`src/rtl/irq_latch_pkg.sv`:
```
package irq_latch_pkg;
  localparam int NSRC  = 12;
  localparam int VEC_W = 4;
  localparam int N_EXT = 3;

  localparam int B_EMU  = 0;
  localparam int B_RST  = 1;
  localparam int B_ILL  = 2;
  localparam int B_STK  = 3;
  localparam int B_TMH  = 4;
  localparam int B_SPE  = 5;
  localparam int B_BRK  = 6;
  localparam int B_RSV  = 7;
  localparam int B_EXT2 = 8;
  localparam int B_EXT0 = 10;
  localparam int B_TML  = 11;

  localparam logic [NSRC-1:0] ALWAYS_EN = NSRC'((1 << B_EMU) | (1 << B_RST));
  localparam logic [NSRC-1:0] RSV_BIT   = NSRC'(1 << B_RSV);
  localparam logic [NSRC-1:0] SW_WR     = ~(ALWAYS_EN | RSV_BIT);

  // index of the lowest set bit, 0 when none
  function automatic logic [VEC_W-1:0] first_set(input logic [NSRC-1:0] v);
    logic [VEC_W-1:0] r;
    r = '0;
    for (int i = NSRC - 1; i >= 0; i--) begin
      if (v[i]) r = VEC_W'(i);
    end
    return r;
  endfunction

  function automatic logic [NSRC-1:0] first_onehot(input logic [NSRC-1:0] v);
    return v & (~v + NSRC'(1));
  endfunction

  // bit i set when any nesting bit at index i or below is set
  function automatic logic [NSRC-1:0] held_off(input logic [NSRC-1:0] nest);
    logic [NSRC-1:0] r;
    logic            acc;
    acc = 1'b0;
    for (int i = 0; i < NSRC; i++) begin
      acc  = acc | nest[i];
      r[i] = acc;
    end
    return r;
  endfunction
endpackage

```
`src/rtl/irq_pin_cap.sv`:
```
module irq_pin_cap #(
  parameter int STAGES = 2
) (
  input  logic clk,
  input  logic rst_n,
  input  logic pin,
  input  logic edge_mode,
  output logic set_o
);
  logic [STAGES:0] sh;
  logic            synced;
  logic            prev;

  always_ff @(posedge clk or negedge rst_n) begin
    if (!rst_n) sh <= '0;
    else        sh <= {sh[STAGES-1:0], pin};
  end

  assign synced = sh[STAGES-1];
  assign prev   = sh[STAGES];
  assign set_o  = edge_mode ? (synced & ~prev) : synced;

  AST_EDGE_ONE_SHOT: assert property (@(posedge clk) disable iff (!rst_n)
    (edge_mode && set_o) ##1 edge_mode |-> !set_o);
endmodule

```
`src/rtl/irq_prio_pick.sv`:
```
module irq_prio_pick
  import irq_latch_pkg::*;
(
  input  logic [NSRC-1:0]  latch,
  input  logic [NSRC-1:0]  mask_eff,
  input  logic [NSRC-1:0]  nest,
  output logic [NSRC-1:0]  blocked,
  output logic [NSRC-1:0]  eligible,
  output logic             req,
  output logic [VEC_W-1:0] vec
);
  assign blocked  = held_off(nest);
  assign eligible = latch & mask_eff & ~blocked & ~RSV_BIT;
  assign req      = |eligible;
  assign vec      = first_set(eligible);
endmodule

```
`src/rtl/irq_latch_ctrl.sv`:
```
module irq_latch_ctrl
  import irq_latch_pkg::*;
#(
  parameter int SYNC_STAGES = 2
) (
  input  logic             clk,
  input  logic             rst_n,
  input  logic             emu_evt,
  input  logic             rst_pin_req,
  input  logic             sw_rst_req,
  input  logic             io_acc_err,
  input  logic             unaligned_err,
  input  logic             stack_full,
  input  logic             timer_zero,
  input  logic             fifo_unf,
  input  logic             fifo_ovf,
  input  logic             fsync_err,
  input  logic             brk_evt,
  input  logic [N_EXT-1:0] ext_irq,
  input  logic [N_EXT-1:0] ext_edge_mode,
  input  logic             mask_wr_en,
  input  logic [NSRC-1:0]  mask_wr_data,
  input  logic             latch_wr_en,
  input  logic [NSRC-1:0]  latch_wr_data,
  input  logic             ack,
  input  logic             rti,
  output logic [NSRC-1:0]  latch_q,
  output logic [NSRC-1:0]  nest_q,
  output logic             irq_req,
  output logic [VEC_W-1:0] irq_vec
);
  logic [NSRC-1:0]  mask_q;
  logic [NSRC-1:0]  mask_eff;
  logic [N_EXT-1:0] ext_set;
  logic [NSRC-1:0]  src_set;
  logic [NSRC-1:0]  blocked;
  logic [NSRC-1:0]  eligible;
  logic             ack_hit;
  logic [NSRC-1:0]  ack_onehot;
  logic [NSRC-1:0]  rti_onehot;
  logic [NSRC-1:0]  latch_d;
  logic [NSRC-1:0]  nest_d;

  for (genvar k = 0; k < N_EXT; k++) begin : g_pin
    irq_pin_cap #(.STAGES(SYNC_STAGES)) u_cap (
      .clk       (clk),
      .rst_n     (rst_n),
      .pin       (ext_irq[k]),
      .edge_mode (ext_edge_mode[k]),
      .set_o     (ext_set[k])
    );
  end

  always_comb begin
    src_set        = '0;
    src_set[B_EMU] = emu_evt;
    src_set[B_RST] = rst_pin_req | sw_rst_req;
    src_set[B_ILL] = io_acc_err | unaligned_err;
    src_set[B_STK] = stack_full;
    src_set[B_TMH] = timer_zero;
    src_set[B_SPE] = fifo_unf | fifo_ovf | fsync_err;
    src_set[B_BRK] = brk_evt;
    src_set[B_TML] = timer_zero;
    for (int k = 0; k < N_EXT; k++) src_set[B_EXT0 - k] = ext_set[k];
  end

  assign mask_eff = (mask_q | ALWAYS_EN) & ~RSV_BIT;

  irq_prio_pick u_pick (
    .latch    (latch_q),
    .mask_eff (mask_eff),
    .nest     (nest_q),
    .blocked  (blocked),
    .eligible (eligible),
    .req      (irq_req),
    .vec      (irq_vec)
  );

  assign ack_hit    = ack & irq_req;
  assign ack_onehot = ack_hit ? (NSRC'(1) << irq_vec) : '0;
  assign rti_onehot = rti ? first_onehot(nest_q) : '0;

  always_comb begin
    latch_d = latch_q;
    if (latch_wr_en) latch_d = (latch_q & ~SW_WR) | (latch_wr_data & SW_WR);
    latch_d = ((latch_d & ~ack_onehot) | src_set) & ~RSV_BIT;
  end

  assign nest_d = (nest_q & ~rti_onehot) | ack_onehot;

  always_ff @(posedge clk or negedge rst_n) begin
    if (!rst_n) begin
      latch_q <= '0;
      nest_q  <= '0;
      mask_q  <= '0;
    end else begin
      latch_q <= latch_d;
      nest_q  <= nest_d;
      if (mask_wr_en) mask_q <= mask_wr_data;
    end
  end

  AST_RSV_ZERO: assert property (@(posedge clk) disable iff (!rst_n)
    !latch_q[B_RSV]);
  AST_WIN_LATCHED: assert property (@(posedge clk) disable iff (!rst_n)
    irq_req |-> latch_q[irq_vec] && mask_eff[irq_vec]);
  AST_WIN_LOWEST: assert property (@(posedge clk) disable iff (!rst_n)
    irq_req |-> ((latch_q & mask_eff & ~blocked) & ((NSRC'(1) << irq_vec) - NSRC'(1))) == '0);
  AST_IDLE_VEC: assert property (@(posedge clk) disable iff (!rst_n)
    !irq_req |-> irq_vec == '0);
  AST_ACK_NEST: assert property (@(posedge clk) disable iff (!rst_n)
    ack && irq_req |=> nest_q[$past(irq_vec)]);
  AST_TIMER_PAIR: assert property (@(posedge clk) disable iff (!rst_n)
    timer_zero |=> latch_q[B_TMH] && latch_q[B_TML]);
  AST_EMU_FIRST: assert property (@(posedge clk) disable iff (!rst_n)
    latch_q[B_EMU] && nest_q == '0 |-> irq_req && irq_vec == VEC_W'(B_EMU));
  AST_RTI_DROP: assert property (@(posedge clk) disable iff (!rst_n)
    rti && !ack && nest_q != '0 |=> $countones(nest_q) + 1 == $countones($past(nest_q)));
  AST_HELD_OFF: assert property (@(posedge clk) disable iff (!rst_n)
    nest_q != '0 && irq_req |-> irq_vec < first_set(nest_q));
endmodule

```
`config.mk`:
```
export PLATFORM = sky130hd
export DESIGN_NAME = irq_latch_ctrl
export DESIGN_NICKNAME = d
export VERILOG_FILES = /design/src/rtl/irq_latch_pkg.sv /design/src/rtl/irq_pin_cap.sv /design/src/rtl/irq_prio_pick.sv /design/src/rtl/irq_latch_ctrl.sv
export SDC_FILE = /design/constraint.sdc
export NUM_CORES = 1
export LEC_CHECK = 0
export ABC_AREA = 1
export BUFFER_PORTS_ARGS = -buffer_cell sky130_fd_sc_hd__buf_2
export CORE_UTILIZATION = 45
export DETAILED_ROUTE_END_ITERATION = 8
export PLACE_DENSITY = 0.74
export SLEW_MARGIN = 5
export SYNTH_ARGS = -nofsm -noshare
export SYNTH_HDL_FRONTEND = slang
export SYNTH_SLANG_ARGS = --single-unit
export TNS_END_PERCENT = 5
```
`constraint.sdc`:
```
create_clock -name clk -period 2.1 [get_ports clk]
set_clock_uncertainty 0.1 [all_clocks]
set_input_delay 0.42 -clock clk [delete_from_list [all_inputs] [get_ports clk]]
set_output_delay 0.42 -clock clk [all_outputs]
set_load 0.05 [all_outputs]
```
==> summary.txt <==
R2R Setup Slk = -80 ps
Synth area leaders = dfrtp_1 (52%), nand2_1 (12%), mux2_2 (9.6%)
CP top delay family = simple AND/OR/NAND/NOR gates
worst slack, placed = -101.1 ps
initial drt markers = 92
Largest stage delay, worst path = 420 ps
initial antenna violation count = 0
Max IR drop VDD = 0.0007058 V
CP cell instances = nor2_4 -> nand2_4 -> nor2_8 -> nand4_1 -> and2_1 -> nand2_2 -> nor2_2 -> nand2_1 -> inv_1 -> buf_4
Yosys reg bits = 41
TritonCTS clock tree = done
Avg Vias per Cell = 4.859
Worst Path Buf+Inv = 2
Final #Nets = 364
status = finished, violations left
Setup TNS = -1617 ps
syn nets = 268
routed len/inst = 12.54 µm
r2r startpoint = nest_q[0]$_DFF_PN0_
worst setup path class = flip-flop to output pin
Reg2Reg Depth = 12
Final setup viols = 7
htree depth = 2
cell leakage power = 1.504 nW
Max Clock Freq = 0.4113 GHz
share of the synthesized area in the top cell type = 51.57%
PortBufs = 68
Synth area leader = dfrtp_1
failing checks = negative setup slack
actual slew at the worst max-slew pin = 504.7 ps
Starting Density = 48.34%
maxcap violations = 0
Site Rows = 23
Worst Path Arrival = 1910 ps
largest net degree at the start of global routing = 42
die width = 68.49 µm
die height = 68.49 µm
sequential area share after synthesis = 51.57%
GRT Total Usage = 21.73%
share of layout cells above drive strength 1 = 48.74%
final wirelength = 4.614 mm
max-slew violations = 0
Critical Path Sink Type = output pin
slowest CP cell = dfrtp_2
Critical R2R Capture = latch_q[9]$_DFF_PN0_
post-synthesis cell area = 1989 µm²
Fillers = 359
Root Buffer = clkbuf_8
min-delay worst type = input port to asynchronous set/reset pin
Yosys warning total = 0
core area = 4115 µm²
number of library cell types mapped by synthesis = 30
GR Overflow Total = 0
Cell Pwr Density = 1427 nW/µm²
Routed Antenna Nets = 0
register clock-pin slew on the reported worst setup and hold paths = 70 ps
Syn Area/Cell = 9.002 µm²
Hold Fails Final Rpt = 0
# diodes = 0
Final Cycle Share = 115.8%
GPL Wtd Cong = 0.9594
max_slew headroom = 66.35%
PnR worst setup slack = -331.6 ps
drt first pass iters = 4
area grow syn2layout = 37.48%
crit path launch type = flip-flop
Mapped Cells = 221
vias in the first global route = 1,605
clock sinks = 41
Register Area = 1036 µm²
clock tree buffer depth = 2
vias = 1,788
drt drc = 0
RSZ-0062 raised after global routing = yes
CP Max Fanout = 5
hold_buf cts = 0
Tmin final = 2432 ps
Num CTS Buffers = 5
worst skew pair latency = 290 ps
Multi-input gate area = 863.3 µm²
Die Area = 4691 µm²
first-pass GRT wire length = 7.196 mm
Critical Path RT = 1580 ps
io pins = 76
Post-DP HPWL = 3.551 mm
-- logic make-up (layout without fill, tap and decap cells) --
family / after synthesis / after routing / share of synthesized area (%)
compound gates: 17 / 17 / 5.094
buf+inv: 34 / 131 / 6.603
flops: 41 / 41 / 51.57
mux: 18 / 18 / 10.13
other cells: 1 / 1 / 0.1885
simple gates: 110 / 110 / 26.41
-- where the power goes --
group          internal (W)  switching, W
sequential         0.000915     0.0000781
clock              0.000297      0.000260
combinational      0.000843       0.00151
total               0.00205       0.00185
-- sequential cells by signal, summed over array words and instances, names as in the netlist --
register and cells:
mask_q 9, latch_q 11, nest_q 12, g_pin.u_cap.sh 9
-- cell type report --
class / instances / area share [%]
sequential: 41 / 37.88
multi-input combinational: 146 / 31.56
timing repair buffer: 92 / 20.17
inverter: 31 / 4.392
clock buffer: 7 / 3.522
tap: 50 / 2.287
clock inverter: 1 / 0.1830
-- stage by stage --
| step | power, W | hold slack (ps) | instances | cell area [µm²] | util, % |
|---|---|---|---|---|---|
| floorplan | 0.002667 | 24.41 | 221 | 2008 | - |
| CTS | 0.003909 | 102.0 | 368 | 2731 | 66.37 |
| detailed placement | 0.003193 | 236.4 | 360 | 2576 | 62.60 |
| finish | 0.003904 | 82.61 | 368 | 2735 | 66.46 |
| global route | 0.004154 | 116.5 | 368 | 2735 | 66.46 |
| global placement | 0.003165 | 232.3 | 360 | 2576 | 62.60 |
-- synthesized netlist by cell type --
cell,n
nand2_1,64
dfrtp_1,41
inv_1,25
mux2_2,17
nor2_1,13
nand3_1,10
o21ai_0,7
inv_2,6
nand4_1,5
nor2_2,5
nand2_2,3
nand2_4,3
and2_1,2
o21ai_1,2
o21bai_1,2
o31ai_1,2
a21boi_0,1
a21o_1,1
a21oi_1,1
a31oi_1,1
buf_1,1
buf_4,1
clkbuf_1,1
conb_1,1
mux2i_1,1
nand3_2,1
nand4_2,1
nor2_4,1
nor2_8,1
nor3_1,1
-- worst register-to-register path, stage by stage (launching register included) --
cell and delay, ps:
dfrtp_2 420, nor2_4 140, nand2_4 110, nor2_8 130
nand4_1 150, and2_1 220, nand2_1 90, nand2_2 60
nand2_4 60, buf_4 140, nand4_2 180, o21bai_1 180
nand2_1 70
-- metal layers --
| metal | track usage [%] | up-vias | wire length [µm] |
|---|---|---|---|
| met5 | 0 | - | 0 |
| met1 | 27.94 | 831 | 2074 |
| met3 | 5.263 | 8 | 228 |
| met2 | 35.42 | 56 | 2239 |
| li1 | - | 893 | - |
| met4 | 7.813 | 0 | 72 |
-- repair_timing --
item,in CTS,in global routing
endpoints found under the setup margin,9,21
buffers inserted,0,0
pin swaps,1,1
hold endpoints to repair,0,0
resized for setup,17,1
-- worst max-delay path by stage --
stage / start / end / cells after the start
after detailed placement: nest_q[4]$_DFF_PN0_ / irq_vec[0] / 14
after global routing: nest_q[0]$_DFF_PN0_ / irq_vec[0] / 15
after CTS: nest_q[0]$_DFF_PN0_ / irq_vec[0] / 14
after floorplan: nest_q[8]$_DFF_PN0_ / irq_vec[0] / 13
final: nest_q[0]$_DFF_PN0_ / irq_vec[3] / 10
after global placement: nest_q[4]$_DFF_PN0_ / irq_vec[1] / 12
-- layout by cell type, fill, tap and decap left out, types with 3 or more instances in the layout --
| cell | n |
|---|---|
| buf_2 | 63 |
| nand2_1 | 60 |
| dfrtp_1 | 33 |
| buf_4 | 25 |
| inv_1 | 24 |
| mux2_2 | 17 |
| nand3_1 | 10 |
| nor2_1 | 10 |
| dfrtp_2 | 8 |
| nand2_2 | 7 |
| o21ai_0 | 7 |
| clkbuf_8 | 7 |
| inv_2 | 6 |
| nor2_2 | 6 |
| nand4_1 | 5 |
| nor2_4 | 3 |
| nand2_4 | 3 |
| buf_6 | 3 |
Note: power is estimated with default switching activity, not from simulation.
